--- src/rtl/irq_pkg.sv ---
package irq_pkg;
  localparam int REG_W = 8;
  typedef logic [REG_W-1:0] reg_t;

  // Bit positions shared by the enable, status and clear registers
  localparam int BIT_USB = 1;
  localparam int BIT_TMR = 2;
  localparam int BIT_P3  = 3;
  localparam int BIT_X0  = 4;
  localparam int BIT_X1  = 5;

  localparam reg_t FLAG_MASK = reg_t'((1 << BIT_USB) | (1 << BIT_TMR) | (1 << BIT_P3) |
                                      (1 << BIT_X0) | (1 << BIT_X1));
endpackage

--- src/rtl/irq_pin_fall.sv ---
// Two-flop synchroniser plus falling-edge detect, one lane per pin.
module irq_pin_fall #(
  parameter int WIDTH = 8
) (
  input  logic             clk,
  input  logic             rst_n,
  input  logic [WIDTH-1:0] pin_i,
  input  logic [WIDTH-1:0] mode_i,
  output logic [WIDTH-1:0] fall_o
);
  for (genvar i = 0; i < WIDTH; i++) begin : g_lane
    logic meta_q, sync_q, hist_q;
    logic meta_d, sync_d, hist_d;

    always_comb begin
      meta_d = pin_i[i];
      sync_d = meta_q;
      hist_d = sync_q;
    end

    // Reset to 0: a pin held high or low through reset gives no false fall.
    always_ff @(posedge clk or negedge rst_n) begin
      if (!rst_n) begin
        meta_q <= 1'b0;
        sync_q <= 1'b0;
        hist_q <= 1'b0;
      end else begin
        meta_q <= meta_d;
        sync_q <= sync_d;
        hist_q <= hist_d;
      end
    end

    assign fall_o[i] = hist_q & ~sync_q & mode_i[i];
  end
endmodule

--- src/rtl/irq_flag_bank.sv ---
// Sticky pending flags; a set in the same cycle outranks a clear.
module irq_flag_bank
  import irq_pkg::*;
(
  input  logic clk,
  input  logic rst_n,
  input  reg_t set_i,
  input  reg_t clr_i,
  output reg_t flag_o
);
  for (genvar i = 0; i < REG_W; i++) begin : g_flag
    logic flag_q, flag_d, flag_upd;

    always_comb begin
      flag_upd = set_i[i] | clr_i[i];
      flag_d   = set_i[i] | (flag_q & ~clr_i[i]);
    end

    always_ff @(posedge clk or negedge rst_n) begin
      if (!rst_n) begin
        flag_q <= 1'b0;
      end else if (flag_upd) begin
        flag_q <= flag_d;
      end
    end

    assign flag_o[i] = flag_q;
  end
endmodule

--- src/rtl/irq_flag_ctrl.sv ---
module irq_flag_ctrl
  import irq_pkg::*;
#(
  parameter int          ADDR_W   = 8,
  parameter int          P3_W     = 8,
  parameter int          EXT_W    = 2,
  parameter logic [ADDR_W-1:0] EN_ADDR  = 8'hC1,
  parameter logic [ADDR_W-1:0] ST_ADDR  = 8'hC2,
  parameter logic [ADDR_W-1:0] CLR_ADDR = 8'hC3
) (
  input  logic              clk,
  input  logic              rst_n,
  input  logic [ADDR_W-1:0] bus_addr,
  input  logic              bus_wr,
  input  logic [REG_W-1:0]  bus_wdata,
  output logic [REG_W-1:0]  bus_rdata,
  input  logic              usb_done_i,
  input  logic              tmr_uflow_i,
  input  logic [P3_W-1:0]   p3_pin_i,
  input  logic [P3_W-1:0]   p3_in_mode_i,
  input  logic [EXT_W-1:0]  ext_pin_i,
  input  logic [EXT_W-1:0]  ext_in_mode_i,
  output logic              irq_o
);
  logic [P3_W-1:0]  p3_fall;
  logic [EXT_W-1:0] ext_fall;
  reg_t set_vec, clr_vec, status_q;
  reg_t enable_q, enable_d;
  logic enable_we, clr_we;
  logic irq_q, irq_d;

  irq_pin_fall #(.WIDTH(P3_W)) u_p3_fall (
    .clk    (clk),
    .rst_n  (rst_n),
    .pin_i  (p3_pin_i),
    .mode_i (p3_in_mode_i),
    .fall_o (p3_fall)
  );

  irq_pin_fall #(.WIDTH(EXT_W)) u_ext_fall (
    .clk    (clk),
    .rst_n  (rst_n),
    .pin_i  (ext_pin_i),
    .mode_i (ext_in_mode_i),
    .fall_o (ext_fall)
  );

  // Event vector in register bit order
  always_comb begin
    set_vec          = '0;
    set_vec[BIT_USB] = usb_done_i;
    set_vec[BIT_TMR] = tmr_uflow_i;
    set_vec[BIT_P3]  = |p3_fall;
    set_vec[BIT_X0]  = ext_fall[0];
    set_vec[BIT_X1]  = ext_fall[EXT_W-1];
  end

  // Bus write decode
  always_comb begin
    enable_we = bus_wr && (bus_addr == EN_ADDR);
    clr_we    = bus_wr && (bus_addr == CLR_ADDR);
    enable_d  = bus_wdata & FLAG_MASK;
    clr_vec   = clr_we ? (bus_wdata & FLAG_MASK) : '0;
  end

  irq_flag_bank u_flags (
    .clk    (clk),
    .rst_n  (rst_n),
    .set_i  (set_vec),
    .clr_i  (clr_vec),
    .flag_o (status_q)
  );

  always_ff @(posedge clk or negedge rst_n) begin
    if (!rst_n) begin
      enable_q <= '0;
    end else if (enable_we) begin
      enable_q <= enable_d;
    end
  end

  // Registered request
  always_comb irq_d = |(status_q & enable_q);

  always_ff @(posedge clk or negedge rst_n) begin
    if (!rst_n) begin
      irq_q <= 1'b0;
    end else begin
      irq_q <= irq_d;
    end
  end

  assign irq_o = irq_q;

  // Read mux
  always_comb begin
    unique case (bus_addr)
      EN_ADDR: bus_rdata = enable_q;
      ST_ADDR: bus_rdata = status_q;
      default: bus_rdata = '0;
    endcase
  end
endmodule

--- config.mk ---
export PLATFORM = sky130hd
export DESIGN_NAME = irq_flag_ctrl
export DESIGN_NICKNAME = d
export VERILOG_FILES = /design/src/rtl/irq_pkg.sv /design/src/rtl/irq_pin_fall.sv /design/src/rtl/irq_flag_bank.sv /design/src/rtl/irq_flag_ctrl.sv
export SDC_FILE = /design/constraint.sdc
export NUM_CORES = 1
export LEC_CHECK = 0
export ABC_AREA = 0
export BUFFER_PORTS_ARGS = -buffer_cell sky130_fd_sc_hd__buf_2
export CORE_AREA = 4 4 70 72
export DETAILED_ROUTE_END_ITERATION = 10
export DIE_AREA = 0 0 74 76
export PLACE_DENSITY = 0.67
export SETUP_SLACK_MARGIN = 0.15
export SLEW_MARGIN = 5
export SYNTH_ARGS = -nofsm -noshare
export SYNTH_HDL_FRONTEND = slang
export SYNTH_SLANG_ARGS = --single-unit
--- constraint.sdc ---
create_clock -name clk -period 2.6 [get_ports clk]
set_clock_uncertainty 0.2 [all_clocks]
set_input_delay 0.52 -clock clk [delete_from_list [all_inputs] [get_ports clk]]
set_output_delay 0.52 -clock clk [all_outputs]
set_load 0.02 [all_outputs]
After elaboration in Yosys (flattened, before gate mapping) --
Index checks and enable logic that the tools add are counted.
Cells by class: bitwise gates (word level) 57, reduce and logical (&&, ||, !) cells 4, eq/ne operators 3, multiplexer cells 2
Operators with widths (number):
- AND 1 bit | 28
- == test 8 bit (second input constant) | 3
- inverter 1 bit | 16
- one-hot mux 8 bit (2 select lines) | 1
- OR reduction 8 bit | 2
- bitwise OR 1 bit | 10
- AND 8 x 6 -> 8 bit | 1
- 2-to-1 mux 6 bit | 1
- logical AND 1 bit | 2
- inverter 1 bit (first input constant) | 2
Word-level totals: output and inout port bits 9, register bits after elaboration 44, input bits 41, logic and storage cells 106

Depth between registers and ports, before layout --
Gate-level depths: netlist (run 1).
word-level depth 6, depth in mapped cells 5

By module --
Synthesis (run 1) repeated with hierarchy kept, for this count alone.
Unflattened totals: cells, all modules 119, area total of the unflattened synthesis 1659.1 µm²
Modules (own cells, without submodules):
- irq_pin_fall at u_p3_fall | times used 1, area an instance 670.6 µm², cells each 32
- irq_flag_ctrl | times used 1, area an instance 470.5 µm², cells each 47
- irq_flag_bank | times used 1, area an instance 350.3 µm², cells each 32
- irq_pin_fall at u_ext_fall | times used 1, area an instance 167.7 µm², cells each 8

Least setup slack after synthesis (run 1) --
No wires, ideal clock.
path type input to output, start in bus_addr[3], end out bus_rdata[1], setup slack 0.137 ns, stages 4, data arrival time 1.743 ns, data required time 1.880 ns, path buffers 1, cell sequence or4_1 -> clkbuf_2 -> or2_1 -> nor2_1
Between the ends: word-level cells in the longest chain between the ends 2, elaborated cells between the ends (all ways) 3, those cells by class eq/ne: 2; mux: 1
Ends and longest elaborated chain:
- start, declared | line irq_flag_ctrl.sv:13 | input logic [ADDR_W-1:0] bus_addr,
- == test 8 bit | line irq_flag_ctrl.sv:97 | unique case (bus_addr)
- one-hot mux 8 bit (2 select lines) (*) | line irq_flag_ctrl.sv:97
- end, declared | line irq_flag_ctrl.sv:16 | output logic [REG_W-1:0] bus_rdata,
Mark *: on every way between the ends. The rest lies on a longest branch, timed or not.

Final worst setup path (run 1) --
start in bus_addr[4], end out bus_rdata[2]
Same word-level chain as after synthesis.

==> results of run 1 <==
-- per-stage QoR --
step                cell area [um^2]  hold slack (ps)  power (uW)   util  setup TNS [ps]
floorplan                       1440             24.4         728      -               0
global placement                1690              132         774  0.394               0
detailed placement              1690              135         780  0.394           -7.92
CTS                             1790              130        1170  0.417               0
global route                    1840              112        1220  0.429               0
finish                          1840              134        1160  0.429               0
-- critical path: cells and delay by family --
family	cells	cell delay (ps)
buffers and inverters	2	210
AND/OR/NAND/NOR	3	1010
-- cell usage in the layout (no fill, tap or decap) --
| master | netlist | final |
|---|---|---|
| dfrtp_1 | 41 | 41 |
| buf_2 | 0 | 37 |
| nand2_1 | 14 | 14 |
| a22oi_1 | 6 | 6 |
| o41ai_1 | 5 | 5 |
| mux2_4 | 5 | 5 |
| clkbuf_8 | 0 | 5 |
| buf_6 | 1 | 5 |
| nand3b_1 | 4 | 4 |
| conb_1 | 1 | 3 |
| buf_4 | 3 | 3 |
| nor2_4 | 0 | 2 |
| nor2_2 | 0 | 2 |
| o22ai_1 | 2 | 2 |
| or4b_1 | 2 | 2 |
| nand2b_1 | 2 | 2 |
| o21ai_0 | 2 | 2 |
| clkbuf_1 | 0 | 2 |
| or4_4 | 0 | 1 |
| or2_4 | 0 | 1 |
| nor2b_1 | 1 | 1 |
| and2b_1 | 1 | 1 |
| nor2_1 | 5 | 1 |
| a222oi_1 | 1 | 1 |
| nand4_1 | 1 | 1 |
| inv_1 | 1 | 1 |
| clkinvlp_4 | 0 | 1 |
-- flip-flops by register name, indices dropped and copies added, names as in the netlist --
| signal | flops |
|---|---|
| u_ext_fall.g_lane.hist_q | 2 |
| u_p3_fall.g_lane.hist_d | 8 |
| u_p3_fall.g_lane.hist_q | 8 |
| enable_q | 5 |
| irq_o | 1 |
| u_ext_fall.g_lane.hist_d | 2 |
| u_ext_fall.g_lane.meta_q | 2 |
| u_flags.g_flag.flag_q | 5 |
| u_p3_fall.g_lane.meta_q | 8 |
-- logic make-up (layout without fill, tap and decap cells) --
logic type             after synthesis  in the layout  share of synthesized area
AOI/OAI and AO/OA                   16             16                     0.0845
DFF                                 41             41                      0.714
buffers and inverters                6             54                     0.0296
and+or+nand+nor                     32             32                      0.117
muxes                                5              5                     0.0523
other                                1              3                    0.00261
-- power groups by stage --
| stage | logic [uW] | registers [uW] | clock network [uW] |
|---|---|---|---|
| floorplan | 35.4 | 693 | 0 |
| finish | 89.5 | 681 | 389 |
| CTS | 87.5 | 681 | 399 |
| global route | 100 | 684 | 433 |
| global placement | 83.1 | 691 | 0 |
| detailed placement | 86.2 | 694 | 0 |
-- worst min path at each step --
stage                                  end  slack [ps]                   startpoint  cells past startpoint
2_1_floorplan                  enable_q[1]          20                        rst_n                      0
3_3_place_gp   u_ext_fall.g_lane[1].hist_d         130  u_ext_fall.g_lane[1].meta_q                      0
3_5_place_dp   u_ext_fall.g_lane[0].hist_d         130  u_ext_fall.g_lane[0].meta_q                      0
4_1_cts         u_p3_fall.g_lane[7].meta_q         130                  p3_pin_i[7]                      1
5_1_grt         u_p3_fall.g_lane[7].meta_q         110                  p3_pin_i[7]                      1
6_report        u_p3_fall.g_lane[7].meta_q         130                  p3_pin_i[7]                      1
-- layout make-up --
cell class                      instances  share of cell area
Clock buffer                            7              0.0414
Clock inverter                          1             0.00407
Timing Repair Buffer                   45               0.143
Sequential cell                        41               0.556
Tap cell                               52              0.0353
Inverter                                1             0.00204
Multi-Input combinational cell         56               0.218
-- timing repair --
| action | 4_1_cts | 5_1_grt |
|---|---|---|
| pin swaps | 0 | 4 |
| gates resized for setup | 5 | 13 |
| endpoints found under the setup margin | 5 | 5 |
| setup buffers | 0 | 1 |
-- routing by layer --
layer  GRT usage  share of wire
met3      0.0528           0.10
met2       0.161           0.49
met4      0.0326         0.0026
met1       0.125           0.40
met5           0              0
==> impl_metrics.toml, run 1 <==
[status]
status = "finished, final reports clean"

[route]
firstDrtPassIters = 4
vias_per_cell = 4.67
wl_um = 2730
post_drt_wl_per_cell_um = 13.4
ant_nets = 0
via_count = 949
drc = 0
drtIter0Drc = 42

[sta]
slew_viol_final = 0
setup_viol = 0
period_share = 0.946
slew_headroom = 0.423
layout_min_cycle_time_ps = 2460
max_freq_ghz = 0.407
worst_slew_pin_slew_ps = 865
hold_viol_final = 0
rsz0062_at_grt = "yes"
fin_ws_ps = 141

[global_route]
grt_start_max_net_pins = 42
grt_pass1_vias = 1004
grt_pass1_wl_um = 4460
grt_usage = 0.104
antenna_found_initial = 0
grt_overflow = 0

[setup_path]
setup.worst_path.end = "bus_rdata[2]"
critical-path-max-stage-delay_ps = 560
slowest_stage = "or4_4"
crit_chain = "buf_6, or4_4, or2_4, nor2_2, buf_6"
rrSetupSlack_ps = 1210
required_ps = 1880
crit_path_frequent_cell = "buf_6"
path_max_fanout = 5
crit_start = "bus_addr[4]"
path_class = "in2out"
r2r_cells = 3
cp.arrival_ps = 1740
cp-end-kind = "output port"
critPathLaunchType = "input port"
r2r-end = "u_flags.g_flag[3].flag_q"
worstReg2RegStart = "u_p3_fall.g_lane[4].hist_q"

[die]
core_um2 = 4290
dieHeight_um = 76
die_area_um2 = 5620
pin_count = 50
die_w_um = 74
initial_core_util = 0.334
fp-row-count = 24

[placement]
dpl.hpwl_um = 2130
post-place-ws_ps = -5.76
place_congestion = 0.733
dp.cells = 194
port_buffers = 43

[pwr]
internal_power_uw = 900
seq_power_share = 0.587
leakage_uw = 0.000858
power_density_nw_per_um2 = 628
p_comb_frac = 0.077
p_sw_frac = 0.224
clkPwrFrac = 0.335
p_sw_uw = 259
vdd_ir_drop_max_mv = 0.432

[clock_network]
path_clk_slew_ps = 70
clk_latency_ps = 280
clockBufferDepth = 2
htree_levels = 2
cts.sinks = 41
ctsRootBufferMaster = "clkbuf_8"
tritoncts = "done"
hold_buffers = 0
cts_buffers = 5

[finish]
layout-drive-gt1-share = 0.411
fill_cells = 414
area_growth_pct = 28.4
multi_input_comb_area_um2 = 402
final_cell_count_no_fill = 203
nNetsFinal = 191
regArea_um2 = 1030
n_antenna_cell = 0

[yosys]
yosys_register_bits = 41
synth_area_um2 = 1440
synth.most_common_cell = "dfrtp_1"
synthArstFlopShare = 1.00
synthCells = 101
synth_edf_count = 0
yosysTopAreaCell = "dfrtp_1"
syn_avg_cell_area_um2 = 14.2
yosys-top-cells-area = "dfrtp_1 71%, mux2_4 5.2%, nand2_1 3.7%, a22oi_1 3.1%, o41ai_1 3.0%"
synthDistinctLibCells = 22
synth_top_cells_by_count = "41 x dfrtp_1, 14 x nand2_1, 6 x a22oi_1"
ys_warn_count = 0
ys_seq_area_frac = 0.714
synthFlopType = "dfrtp_1"
synth_top_area_frac = 0.714

[flow_run]
max-cap-violations = 0

[min_path]
min_path_type = "in2reg"
Note: power is estimated with default switching activity, not from simulation.
==> run 2, diff against run 1 <==
- SKIP_CTS_REPAIR_TIMING: unset -> 1
- clock period: 2.6 -> 2.9 ns (I/O delays scaled with it)
==> impl_metrics.toml, run 2 (synthesis gave the netlist of run 1 again) <==
[status]
status = "finished, final reports clean"

[pwr]
p_sw_uw = 219
leakage_uw = 0.000852
seq_power_share = 0.598
clkPwrFrac = 0.328
power_density_nw_per_um2 = 574
p_comb_frac = 0.074
vdd_ir_drop_max_mv = 0.374
p_sw_frac = 0.214
internal_power_uw = 801

[die]
initial_core_util = 0.334
die_area_um2 = 5620
die_w_um = 74
pin_count = 50
fp-row-count = 24
core_um2 = 4290
dieHeight_um = 76

[finish]
nNetsFinal = 190
final_common_cell = "buf_2"
final_cell_mix = "43 x buf_2, 41 x dfrtp_1, 14 x nand2_1"
fill_cells = 409
n_antenna_cell = 0
layout-drive-gt1-share = 0.373
area_growth_pct = 23.6

[route]
drc = 0
via_count = 914
vias_per_cell = 4.52
drtIter0Drc = 29
post_drt_wl_per_cell_um = 12.7
firstDrtPassIters = 4
ant_nets = 0
wl_um = 2570

[global_route]
grt_usage = 0.101
grt_pass1_vias = 1010
grt_overflow = 0
grt_pass1_wl_um = 4400
antenna_found_initial = 0
grt_start_max_net_pins = 42

[sta]
setup_viol = 0
slew_headroom = 0.437
finalSetupTns_ps = 0
holdWs_ps = 150
slew_viol_final = 0
hold_viol_final = 0
period_share = 0.906
rsz0062_at_grt = "no"
layout_min_cycle_time_ps = 2630
max_freq_ghz = 0.381
worst_slew_pin_slew_ps = 844

[placement]
port_buffers = 43
place_congestion = 0.716
dpl.hpwl_um = 2090

[setup_path]
path_class = "in2out"
cp.arrival_ps = 1850
required_ps = 2120
cp-end-kind = "output port"
path_max_fanout = 5
critPathLaunchType = "input port"

[min_path]
min_path_type = "reg2reg"

[clock_network]
cts_buffers = 5
cts.sinks = 41
htree_levels = 2
path_clk_slew_ps = 70
tritoncts = "done"
clockBufferDepth = 2
clk_latency_ps = 280
ctsRootBufferMaster = "clkbuf_8"

[flow_run]
max-cap-violations = 0
run 2: changes by cell type in the layout (fill, tap and decap cells not counted), sizes merged:
cell | previous run | this run
clkbuf | 7 | 6
buf | 45 | 44
clkinv | 0 | 2
clkinvlp | 1 | 0
run 2: stage by stage:
stage	cell area (um^2)	utilization	setup slack [ps]	cells	power, uW
6_report	1780	0.413	273	202	1020
5_1_grt	1780	0.413	198	202	1080
4_1_cts	1780	0.413	262	202	1040
3_5_place_dp	1690	0.394	262	194	698
3_3_place_gp	1690	0.394	285	194	694
2_1_floorplan	1440	-	317	103	653
run 2: critical path, stage by stage:
cell    delay, ps
buf_2          90
or4_1         580
or2_1         300
nor2_1        130
buf_2         170
run 2: path summary, 6_finish.rpt:
path,slack [ps],cells past startpoint,start,end
min in group asynchronous,210,1,rst_n,u_p3_fall.g_lane[5].meta_q
max in group asynchronous,1760,1,rst_n,u_p3_fall.g_lane[2].meta_q
hold / removal,150,0,u_p3_fall.g_lane[0].meta_q,u_p3_fall.g_lane[0].hist_d
hold reg to reg,150,0,u_p3_fall.g_lane[0].meta_q,u_p3_fall.g_lane[0].hist_d
setup / recovery,270,5,bus_addr[3],bus_rdata[1]
setup reg to reg,1510,3,u_p3_fall.g_lane[4].hist_q,u_flags.g_flag[3].flag_q
run 2: metal layers:
layer  up-vias  GRT usage  wire length [um]  share of wire
met3         0     0.0515               239          0.093
met2        36      0.166              1260           0.49
li1        449          -                 -              -
met4         0     0.0272                 0              0
met1       429      0.115              1070           0.42
met5         -          0                 0              0
run 2: final cells by class:
| cell class | count | area (um^2) | share of cell area |
|---|---|---|---|
| well taps | 52 | 65.1 | 0.0366 |
| flip-flops and latches | 41 | 1030 | 0.578 |
| clock inverters | 2 | 10.0 | 0.00564 |
| multi-input cells | 56 | 375 | 0.211 |
| inverters | 1 | 3.75 | 0.00211 |
| clock buffers | 6 | 72.6 | 0.0409 |
| repair buffers | 44 | 223 | 0.125 |
run 2: power groups by stage:
stage	clock [uW]	sequential (uW)	combinational [uW]
after floorplan	0	621	31.8
after global placement	0	619	74.5
after detailed placement	0	621	77.1
after CTS	350	610	77.2
after global routing	382	613	85.8
final	334	610	75.6
